==> src/rtl/vecsum_pkg.sv <==
package vecsum_pkg;

   typedef enum logic [0:0] {
      VS_IDLE = 1'b0,
      VS_SCAN = 1'b1
   } vs_state_e;

endpackage

==> src/rtl/vecsum_seq.sv <==
module vecsum_seq
   import vecsum_pkg::*;
#(
   parameter int NUM_WORDS = 8,
   parameter int IDX_W     = 3
) (
   input  logic             clk,
   input  logic             rst_n,
   input  logic             start,
   input  logic             rd_valid,
   output logic             busy,
   output logic [IDX_W-1:0] idx,
   output logic             launch,
   output logic             take,
   output logic             last_take
);

   localparam logic [IDX_W-1:0] LAST_IDX = IDX_W'(NUM_WORDS - 1);

   vs_state_e state_q;

   assign busy      = (state_q == VS_SCAN);
   assign launch    = start && (state_q == VS_IDLE);
   assign take      = busy && rd_valid;
   assign last_take = take && (idx == LAST_IDX);

   always_ff @(posedge clk or negedge rst_n) begin
      if (!rst_n) begin
         state_q <= VS_IDLE;
         idx     <= '0;
      end else if (launch) begin
         state_q <= VS_SCAN;
         idx     <= '0;
      end else if (take) begin
         if (last_take) begin
            state_q <= VS_IDLE;
            idx     <= '0;
         end else begin
            idx <= idx + 1'b1;
         end
      end
   end

   // start while scanning leaves position and state alone
   p_start_ignored_r7: assert property (@(posedge clk) disable iff (!rst_n)
      (busy && start && !rd_valid) |=> (busy && $stable(idx)));

   // the word index never runs past the last vector
   p_idx_bound_r2: assert property (@(posedge clk) disable iff (!rst_n)
      busy |-> (int'(idx) < NUM_WORDS));

   // the index advances by exactly one per accepted word
   p_idx_step_r2: assert property (@(posedge clk) disable iff (!rst_n)
      (take && !last_take) |=> (idx == $past(idx) + 1'b1));

endmodule

==> src/rtl/vecsum_accum.sv <==
module vecsum_accum #(
   parameter int DATA_W = 32
) (
   input  logic              clk,
   input  logic              rst_n,
   input  logic              clear,
   input  logic              take,
   input  logic [DATA_W-1:0] data,
   output logic [DATA_W-1:0] sum_now
);

   logic [DATA_W-1:0] acc_q;

   // DATA_W-bit add, carry out of the top bit dropped
   assign sum_now = acc_q + data;

   always_ff @(posedge clk or negedge rst_n) begin
      if (!rst_n) begin
         acc_q <= '0;
      end else if (clear) begin
         acc_q <= '0;
      end else if (take) begin
         acc_q <= sum_now;
      end
   end

   // without an accepted word or a fresh start the running sum is frozen
   p_acc_frozen_r8: assert property (@(posedge clk) disable iff (!rst_n)
      (!take && !clear) |=> $stable(acc_q));

   // a new scan begins from zero
   p_acc_cleared_r6: assert property (@(posedge clk) disable iff (!rst_n)
      clear |=> (acc_q == '0));

endmodule

==> src/rtl/vecsum_verdict.sv <==
module vecsum_verdict #(
   parameter int DATA_W    = 32,
   parameter bit ZERO_TREE = 1'b1
) (
   input  logic              clk,
   input  logic              rst_n,
   input  logic              launch,
   input  logic              last_take,
   input  logic [DATA_W-1:0] sum_now,
   output logic              done,
   output logic              image_ok,
   output logic              image_bad
);

   localparam int NCHUNK = DATA_W / 8;

   logic is_zero;

   generate
      if (ZERO_TREE) begin : g_tree
         logic [NCHUNK-1:0] chunk_nz;
         for (genvar c = 0; c < NCHUNK; c++) begin : g_chunk
            assign chunk_nz[c] = |sum_now[c*8 +: 8];
         end
         assign is_zero = ~|chunk_nz;
      end else begin : g_flat
         assign is_zero = (sum_now == '0);
      end
   endgenerate

   always_ff @(posedge clk or negedge rst_n) begin
      if (!rst_n) begin
         done      <= 1'b0;
         image_ok  <= 1'b0;
         image_bad <= 1'b0;
      end else begin
         done <= last_take;
         if (launch) begin
            image_ok  <= 1'b0;
            image_bad <= 1'b0;
         end else if (last_take) begin
            image_ok  <= is_zero;
            image_bad <= !is_zero;
         end
      end
   end

   // completion is a single-cycle pulse
   p_done_pulse_r5: assert property (@(posedge clk) disable iff (!rst_n)
      done |=> !done);

   // exactly one verdict is presented with done
   p_one_verdict_r4: assert property (@(posedge clk) disable iff (!rst_n)
      done |-> ($countones({image_ok, image_bad}) == 1));

   // the two verdicts are never raised together
   p_excl_r4: assert property (@(posedge clk) disable iff (!rst_n)
      $onehot0({image_ok, image_bad}));

   // the verdict only moves on a start or a completion
   p_flag_hold_r6: assert property (@(posedge clk) disable iff (!rst_n)
      !launch |=> ($stable({image_ok, image_bad}) || done));

endmodule

==> src/rtl/vecsum_check.sv <==
module vecsum_check #(
   parameter int DATA_W    = 32,
   parameter int NUM_WORDS = 8,
   parameter int ADDR_W    = 8,
   parameter bit BYTE_ADDR = 1'b1,
   parameter bit ZERO_TREE = 1'b1
) (
   input  logic              clk,
   input  logic              rst_n,
   input  logic              start,
   input  logic [DATA_W-1:0] rd_data,
   input  logic              rd_valid,
   output logic [ADDR_W-1:0] rd_addr,
   output logic              rd_req,
   output logic              done,
   output logic              image_ok,
   output logic              image_bad
);

   localparam int WORD_BYTES = DATA_W / 8;
   localparam int IDX_W      = (NUM_WORDS > 1) ? $clog2(NUM_WORDS) : 1;
   localparam int ADDR_SHIFT = BYTE_ADDR ? $clog2(WORD_BYTES) : 0;
   localparam int SPAN       = NUM_WORDS << ADDR_SHIFT;

   generate
      if (DATA_W % 8 != 0 || DATA_W < 8) begin : g_bad_width
         $error("vecsum_check: DATA_W must be a positive multiple of 8");
      end
      if (NUM_WORDS < 2) begin : g_bad_count
         $error("vecsum_check: NUM_WORDS must be at least 2");
      end
      if (SPAN > (1 << ADDR_W)) begin : g_bad_addr
         $error("vecsum_check: ADDR_W too narrow for the vector table");
      end
   endgenerate

   logic             busy;
   logic [IDX_W-1:0] idx;
   logic             launch;
   logic             take;
   logic             last_take;
   logic [DATA_W-1:0] sum_now;

   vecsum_seq #(
      .NUM_WORDS (NUM_WORDS),
      .IDX_W     (IDX_W)
   ) seq_i (
      .clk       (clk),
      .rst_n     (rst_n),
      .start     (start),
      .rd_valid  (rd_valid),
      .busy      (busy),
      .idx       (idx),
      .launch    (launch),
      .take      (take),
      .last_take (last_take)
   );

   vecsum_accum #(
      .DATA_W (DATA_W)
   ) accum_i (
      .clk     (clk),
      .rst_n   (rst_n),
      .clear   (launch),
      .take    (take),
      .data    (rd_data),
      .sum_now (sum_now)
   );

   vecsum_verdict #(
      .DATA_W    (DATA_W),
      .ZERO_TREE (ZERO_TREE)
   ) verdict_i (
      .clk       (clk),
      .rst_n     (rst_n),
      .launch    (launch),
      .last_take (last_take),
      .sum_now   (sum_now),
      .done      (done),
      .image_ok  (image_ok),
      .image_bad (image_bad)
   );

   assign rd_req = busy;

   generate
      if (BYTE_ADDR) begin : g_byte_addr
         assign rd_addr = ADDR_W'(idx) << ADDR_SHIFT;
      end else begin : g_word_addr
         assign rd_addr = ADDR_W'(idx);
      end
   endgenerate

   // an unanswered request is held with the same address
   p_req_hold_r2: assert property (@(posedge clk) disable iff (!rst_n)
      (rd_req && !rd_valid) |=> (rd_req && $stable(rd_addr)));

   // requests stay inside the vector table
   p_addr_range_r2: assert property (@(posedge clk) disable iff (!rst_n)
      rd_req |-> (int'(rd_addr) < SPAN));

   // done follows the final accepted read and ends the scan
   p_done_ends_r5: assert property (@(posedge clk) disable iff (!rst_n)
      done |-> !rd_req);

endmodule

==> config.mk <==
export PLATFORM = sky130hd
export DESIGN_NAME = vecsum_check
export DESIGN_NICKNAME = d
export VERILOG_FILES = /design/src/rtl/vecsum_pkg.sv /design/src/rtl/vecsum_seq.sv /design/src/rtl/vecsum_accum.sv /design/src/rtl/vecsum_verdict.sv /design/src/rtl/vecsum_check.sv
export SDC_FILE = /design/constraint.sdc
export NUM_CORES = 1
export LEC_CHECK = 0
export ABC_AREA = 1
export BUFFER_PORTS_ARGS = -buffer_cell sky130_fd_sc_hd__clkbuf_2
export CAP_MARGIN = 5
export CORE_ASPECT_RATIO = 0.9
export CORE_MARGIN = 2
export CORE_UTILIZATION = 60
export CTS_BUF_LIST = sky130_fd_sc_hd__clkbuf_8
export CTS_CLUSTER_DIAMETER = 50
export DETAILED_ROUTE_END_ITERATION = 10
export PLACE_DENSITY = 0.79
export SYNTH_ARGS = -nofsm -noshare
export SYNTH_HDL_FRONTEND = slang
export SYNTH_SLANG_ARGS = --single-unit
==> constraint.sdc <==
create_clock -name clk -period 2.8 [get_ports clk]
set_input_delay 0.56 -clock clk [delete_from_list [all_inputs] [get_ports clk]]
set_output_delay 0.56 -clock clk [all_outputs]
set_load 0.03 [all_outputs]
==> results of run 1 <==
==> cells in the mapped netlist, drive strengths merged <==
cell / count
nand2: 301
inv: 128
nand3: 75
nor2: 60
dfrtp: 39
ha: 33
a21oi: 22
o21ai: 17
nand4: 10
clkbuf: 9
buf: 7
xnor2: 6
nor3: 5
nand3b: 4
xor2: 3
and2: 2
a21o: 1
conb: 1
fa: 1
o21bai: 1
or2: 1
==> final timing paths <==
kind                             startpoint  cells after the start             endpoint  slack, ns
setup reg to reg           accum_i.acc_q[2]                     14  verdict_i.image_bad       0.17
min in group clk                      start                      3           seq_i.busy       0.49
hold reg to reg                seq_i.idx[0]                      1         seq_i.idx[0]       0.51
hold / removal                        rst_n                      1    accum_i.acc_q[10]       0.34
setup / recovery           accum_i.acc_q[2]                     14  verdict_i.image_bad       0.17
max in group asynchronous             rst_n                      2         seq_i.idx[0]       1.84
==> cell families (layout without fill, tap and decap cells) <==
group	count (synthesis)	after routing	synth area share
simple gates	458	458	0.456
buf+inv	144	192	0.135
compound gates	41	41	0.0505
flops	39	39	0.235
fa+ha+maj	34	34	0.104
xor+xnor	9	9	0.0189
other cells	1	5	0.000901
==> stage by stage <==
stage               power, uW  cells  cell area [sq um]
detailed placement       4650    860               4520
global placement         4590    860               4520
floorplan                3630    730               4180
CTS                      5170    868               4640
finish                   5250    868               4640
global route             5790    868               4640
==> flip-flops by register name, summed over array words and instances, names as in the netlist <==
register and flops:
accum_i.acc_q 32, verdict_i.done 1, seq_i.idx 3, verdict_i.image_ok 1, seq_i.busy 1, verdict_i.image_bad 1
==> per-layer routing <==
layer	wire length, um	track usage	vias to the layer above
met1	5780	0.501	2030
li1	-	-	2328
met5	0	0	-
met3	1150	0.0508	24
met4	259	0.0868	0
met2	5120	0.497	207
==> power by group <==
group | switching, uW | leakage, uW | total (uW) | internal (uW)
Clock | 233 | 0.0000581 | 499 | 266
Combinational | 2480 | 0.00235 | 3750 | 1280
Sequential | 173 | 0.000477 | 1000 | 828
Total | 2880 | 0.00288 | 5250 | 2370
==> area by class of cell <==
cell class / instances / area, sq um / share of cell area
clock inverter: 3 / 43.8 / 0.00944
sequential: 39 / 976 / 0.210
tap: 90 / 113 / 0.0243
clock buffer: 5 / 68.8 / 0.0148
timing repair buffer: 56 / 315 / 0.0680
multi-input combinational: 547 / 2640 / 0.569
inverter: 128 / 480 / 0.104
==> impl_results.md, run 1 <==
* Setup repair bufs after CTS at 0
* Wirelength, routed at 12,300 um
* Total number of placement rows at 28
* Critical Path End Type: flop
* Cell-by-cell listing of the critical path: ha_1 > nor2_1 > a21oi_1 > nand3_1 > nand3_1 > nand2_1 > nand3_1 > nand2_1 > nor2_1 > nand2_1 > nor2_1 > nand3_1 > nand2_1 > inv_1
* Final hold violation count at 0
* Most frequent cells in the layout: 298 x sky130_fd_sc_hd__nand2_1, 127 x sky130_fd_sc_hd__inv_1, 74 x sky130_fd_sc_hd__nand3_1, 56 x sky130_fd_sc_hd__nor2_1, 42 x sky130_fd_sc_hd__clkbuf_2
* FMAX at 380 MHz
* Number of top-level design ports at 48
* Global routing usage summed across all routing layers at 0.333
* Largest fanout on the critical path at 8
* Post-DP HPWL at 9810 um
* Tightest Hold Check Type: input port to async pin
* Number of filler instances in the final layout at 638
* Residual DRC count at 0
* Dominant cells by area after synthesis: sky130_fd_sc_hd__nand2_1 27%, sky130_fd_sc_hd__dfrtp_1 23%, sky130_fd_sc_hd__inv_1 11%
* Fraction of the cycle the final worst path needs at 0.941
* Fraction of final layout cells with drive strength greater than 1 at 0.0938
* Clock skew at 0.00781 ns
* Final number of max-transition violations at 0
* Max Cap Violations at 0
* # hold bufs at CTS at 0
* Antenna violations before repair at 0
* Worst-case vdd ir drop at 0.000710 V
* Worst-case hold slack at 0.338 ns
* Cell accounting for the most synthesized area: sky130_fd_sc_hd__nand2_1
* Number of antenna diodes at 0
* Overflow left after global routing at 0
* Worst path top cell family by delay: simple AND/OR/NAND/NOR gates
* Critical path startpoint category: flop
* Inserted Clock Buffers at 5
* Cell count after synthesis at 726
* Worst Tran Pin Value at 0.850 ns
* Post-layout worst setup margin at 0.166 ns
* Resized Gates After CTS at 0
* Arrival @ worst endpoint at 2.84 ns
* Post-synth top area share at 0.269
* Insertion delay to the later sink of the worst-skew pair at 0.31 ns
* WS Path Type: flop to flop
* Clock tree from TritonCTS: done
* Count of TritonRoute iterations in the first routing pass at 6
* Pin count of the biggest net entering global routing at 50
* Core region area at 0.00666 sq mm
* Outcome: finished clean
* Synthesized area at 0.00416 sq mm
* Synthesized flop and latch total at 39
* Number of buffers on the longest clock path at 2
* Power per Cell Area at 1130 mW/mm^2
* Antenna-violating nets left at 0
* Unique masters post-synth at 28
* # port buffers at 42
* Stage delay of the slowest cell on the critical path at 0.43 ns
* Leading cell type in the layout, fill and taps excluded: sky130_fd_sc_hd__nand2_1
* Sequential-to-total area share from yosys stat at 0.235
* Post-route setup TNS at 0 ns
* Per-cell routed wire length at 14.2 um
* Required time worst endpoint at 3.01 ns
* Vias after detailed routing at 4,589
* Post-synthesis area per instance at 5.73 sq um
* Number of design-rule violations left by the first detailed-router iteration at 421
* Clock-pin slew of the registers on the worst-case setup and hold paths at 0.09 ns
* RSZ-0062 raised after global routing: no
* CTS sink cnt at 39
* Area of the die at 0.00762 sq mm
* Period minus WS final at 2.63 ns
* Initial Utilization at 0.625
* Number of H-tree branching levels at 2
* Number of nets in the final layout at 847
* Static power due to leakage at 0.00288 uW
* Global-route wire length before repair at 20,400 um
* Area added between synthesis and finish at 11.4%
* Via count of the first global-routing pass at 4,293
* Die height at 83.0 um
* Number of warning messages in the yosys log at 0
* Width of the die at 91.8 um
* CTS root buffer: sky130_fd_sc_hd__clkbuf_8
* Count of buffer and inverter cells on the critical path at 1
* Post-DR vias/cell at 5.29
* Worst slew margin at 0.433
* Weighted congestion at the end of routability-driven global placement at 1.06
* Total setup violations reported at the end of the flow at 0
* Pre-CTS worst setup slack at -0.0251 ns
* CP max-delay cell: sky130_fd_sc_hd__ha_1
* Utilization of the core after routing at 0.697
(Power assumes the default switching activity.)
==> run 2: changes to the inputs <==
--- a/config.mk
+++ b/config.mk
@@ -10,11 +10,11 @@
 export CAP_MARGIN = 5
 export CORE_ASPECT_RATIO = 0.9
 export CORE_MARGIN = 2
-export CORE_UTILIZATION = 60
+export CORE_UTILIZATION = 50
 export CTS_BUF_LIST = sky130_fd_sc_hd__clkbuf_8
 export CTS_CLUSTER_DIAMETER = 50
 export DETAILED_ROUTE_END_ITERATION = 10
-export PLACE_DENSITY = 0.79
+export PLACE_DENSITY = 0.67
 export SYNTH_ARGS = -nofsm -noshare
 export SYNTH_HDL_FRONTEND = slang
 export SYNTH_SLANG_ARGS = --single-unit
==> run 2 against run 1 <==
  * Clock-buffer cell count increased by 2
  * Fmax fell by 1.0%
  * Hold slack worse by 0.033 ns
  * Final cell count rose by 0.92%
  * Wire length up 1.7%
  * Clock skew about the same
  * Worst setup slack lost 0.028 ns
  * Critical path depth is 2 higher
  * Non-clock buffer count is 1 lower
  * Largest power group unchanged
  * Sequential share of layout area barely moved
  * Combinational power barely moved
==> impl_results.md, run 2 (synthesis results as in run 1) <==
* Static power due to leakage at 0.00287 uW
* Placed Instances at 868
* Count of TritonRoute iterations in the first routing pass at 5
* RSZ-0062 raised after global routing: no
* Power per Cell Area at 1120 mW/mm^2
* Worst slew margin at 0.535
* Register containing the most flip-flops in the final layout: accum_i.acc_q
* Insertion delay to the later sink of the worst-skew pair at 0.31 ns
* Flip-flop count of the largest register, all copies and words added at 32
* DP Area at 0.00453 sq mm
* Biggest registers after layout: accum_i.acc_q: 32 flops, seq_i.idx: 3 flops
* Outcome: finished clean
* Total setup violations reported at the end of the flow at 0
* Worst flop-to-flop path startpoint: accum_i.acc_q[0]
* Post-DR vias/cell at 5.12
* Number of design-rule violations left by the first detailed-router iteration at 336
* Length in cells of the worst reg-to-reg path at 16
* Flop pwr share at 0.191
* Vias after detailed routing at 4,485
* Residual DRC count at 0
* Weighted congestion at the end of routability-driven global placement at 0.979
* Antenna-violating nets left at 0
* Critical path startpoint category: flop
* CTS root buffer: sky130_fd_sc_hd__clkbuf_8
* Via count of the first global-routing pass at 4,150
* FMAX at 376 MHz
* Number of H-tree branching levels at 2
* Amount of wire on met3 after detailed routing at 645 um
* CTS sink cnt at 39
* # port buffers at 42
* Antenna violations before repair at 0
* Die height at 90.6 um
* Post-layout power at 5210 uW
* Non-Filler Instances at 876
* Number of top-level design ports at 48
* Worst-case hold slack at 0.305 ns
* Post-route setup TNS at 0 ns
* Area added between synthesis and finish at 11.4%
* Met1 Wirelength at 6570 um
* Worst-case vdd ir drop at 0.000586 V
* Combinational cell fraction of total power at 0.721
* Worst reg2reg endpoint: verdict_i.image_bad
* Global-route wire length before repair at 20,400 um
* Leading cell type in the layout, fill and taps excluded: sky130_fd_sc_hd__nand2_1
* Period minus WS final at 2.66 ns
* Required time worst endpoint at 3.01 ns
* Final number of max-transition violations at 0
* Clock skew at 0.00737 ns
* Number of nets in the final layout at 846
* Most frequent cells in the layout: 298 x sky130_fd_sc_hd__nand2_1, 127 x sky130_fd_sc_hd__inv_1, 74 x sky130_fd_sc_hd__nand3_1, 56 x sky130_fd_sc_hd__nor2_1, 42 x sky130_fd_sc_hd__clkbuf_2
* Clock tree from TritonCTS: done
* Fraction of final layout cells with drive strength greater than 1 at 0.0940
* Resized Gates After CTS at 0
* Largest fanout on the critical path at 4
* Wirelength, routed at 12,500 um
* Number of buffers on the longest clock path at 2
* Worst R2R Setup Slack at 0.14 ns
* Per-cell routed wire length at 14.3 um
* Portion of total power attributed to the clock network at 0.088
* Met2 wire len at 5200 um
* Total number of placement rows at 31
* Width of the die at 100 um
* Number of antenna diodes at 0
* Clock-pin slew of the registers on the worst-case setup and hold paths at 0.09 ns
* # hold bufs at CTS at 0
* Initial Utilization at 0.516
* Final hold violation count at 0
* Switching power at 2890 uW
* Internal power at 2320 uW
* Top Metal Used: met4
* Post-DP HPWL at 10,100 um
* Inserted Clock Buffers at 5
* Max Cap Violations at 0
* Global routing usage summed across all routing layers at 0.283
* WS Path Type: flop to flop
* Overflow left after global routing at 0
* Fraction of the cycle the final worst path needs at 0.951
* Net switching share of the total power at 0.555
* Number of filler instances in the final layout at 858
* Arrival @ worst endpoint at 2.87 ns
* Worst Tran Pin Value at 0.696 ns
* Core region area at 0.00807 sq mm
* Setup repair bufs after CTS at 0
* Tightest Hold Check Type: input port to async pin
* Final Cell Area at 0.00464 sq mm
* Pin count of the biggest net entering global routing at 50
* Area of the die at 0.00907 sq mm
* Critical Path End Type: flop
run 2: cell types whose count changed in the layout (fill, tap and decap cells not counted), sizes merged:
| cell | change |
|---|---|
| clkinvlp | +1 |
| bufinv | -1 |
| clkbuf | +2 |
| buf | -1 |
| clkinv | -2 |
run 2: final cells by class:
| cell class | count | area (sq um) | area share |
|---|---|---|---|
| clock buffers | 7 | 96.3 | 0.0208 |
| clock inverters | 1 | 7.51 | 0.00162 |
| inverters | 128 | 480 | 0.104 |
| multi-input cells | 547 | 2640 | 0.570 |
| flip-flops and latches | 39 | 976 | 0.211 |
| well taps | 99 | 124 | 0.0267 |
| repair buffers | 55 | 308 | 0.0664 |
run 2: layer usage:
layer,vias to the layer above,track usage
met2,125,0.425
met4,0,0.0434
li1,2320,-
met1,2031,0.437
met3,9,0.0402
met5,-,0
run 2: how the worst max path moves through the flow:
stage	slack, ns	cells after the start	to	startpoint
CTS	0.22	16	verdict_i.image_bad	accum_i.acc_q[0]
floorplan	0.52	16	verdict_i.image_bad	rd_data[0]
finish	0.14	16	verdict_i.image_bad	accum_i.acc_q[0]
detailed placement	-0.03	17	verdict_i.image_bad	rd_data[0]
global placement	-0.05	17	verdict_i.image_bad	rd_data[0]
global route	0.05	16	verdict_i.image_bad	accum_i.acc_q[0]
run 2: power groups by stage:
stage / clock, uW / combinational [uW] / sequential [uW]
6_report: 458 / 3760 / 997
3_5_place_dp: 0 / 3660 / 1010
4_1_cts: 465 / 3690 / 998
5_1_grt: 487 / 4240 / 1030
3_3_place_gp: 0 / 3640 / 998
2_1_floorplan: 0 / 2610 / 1030
run 2: stage by stage:
step,util,setup WS (ns)
5_1_grt,0.575,0.0549
3_3_place_gp,0.561,-0.0462
4_1_cts,0.574,0.224
6_report,0.575,0.138
2_1_floorplan,-,0.519
3_5_place_dp,0.561,-0.0317
run 2: critical path: stages, from the launching register on:
cell                      delay, ns
sky130_fd_sc_hd__dfrtp_1       0.40
sky130_fd_sc_hd__ha_1          0.24
sky130_fd_sc_hd__fa_1          0.47
sky130_fd_sc_hd__nand3_1       0.10
sky130_fd_sc_hd__nand3_1       0.13
sky130_fd_sc_hd__nand3_1       0.15
sky130_fd_sc_hd__nand3_2       0.13
sky130_fd_sc_hd__nand2_1       0.11
sky130_fd_sc_hd__nand2_1       0.06
sky130_fd_sc_hd__nand2_1       0.06
sky130_fd_sc_hd__nand2_1       0.06
sky130_fd_sc_hd__nor2_1        0.24
sky130_fd_sc_hd__nand2_1       0.09
sky130_fd_sc_hd__nor2_1        0.11
sky130_fd_sc_hd__nand3_1       0.10
sky130_fd_sc_hd__nand2_1       0.07
sky130_fd_sc_hd__inv_1         0.03
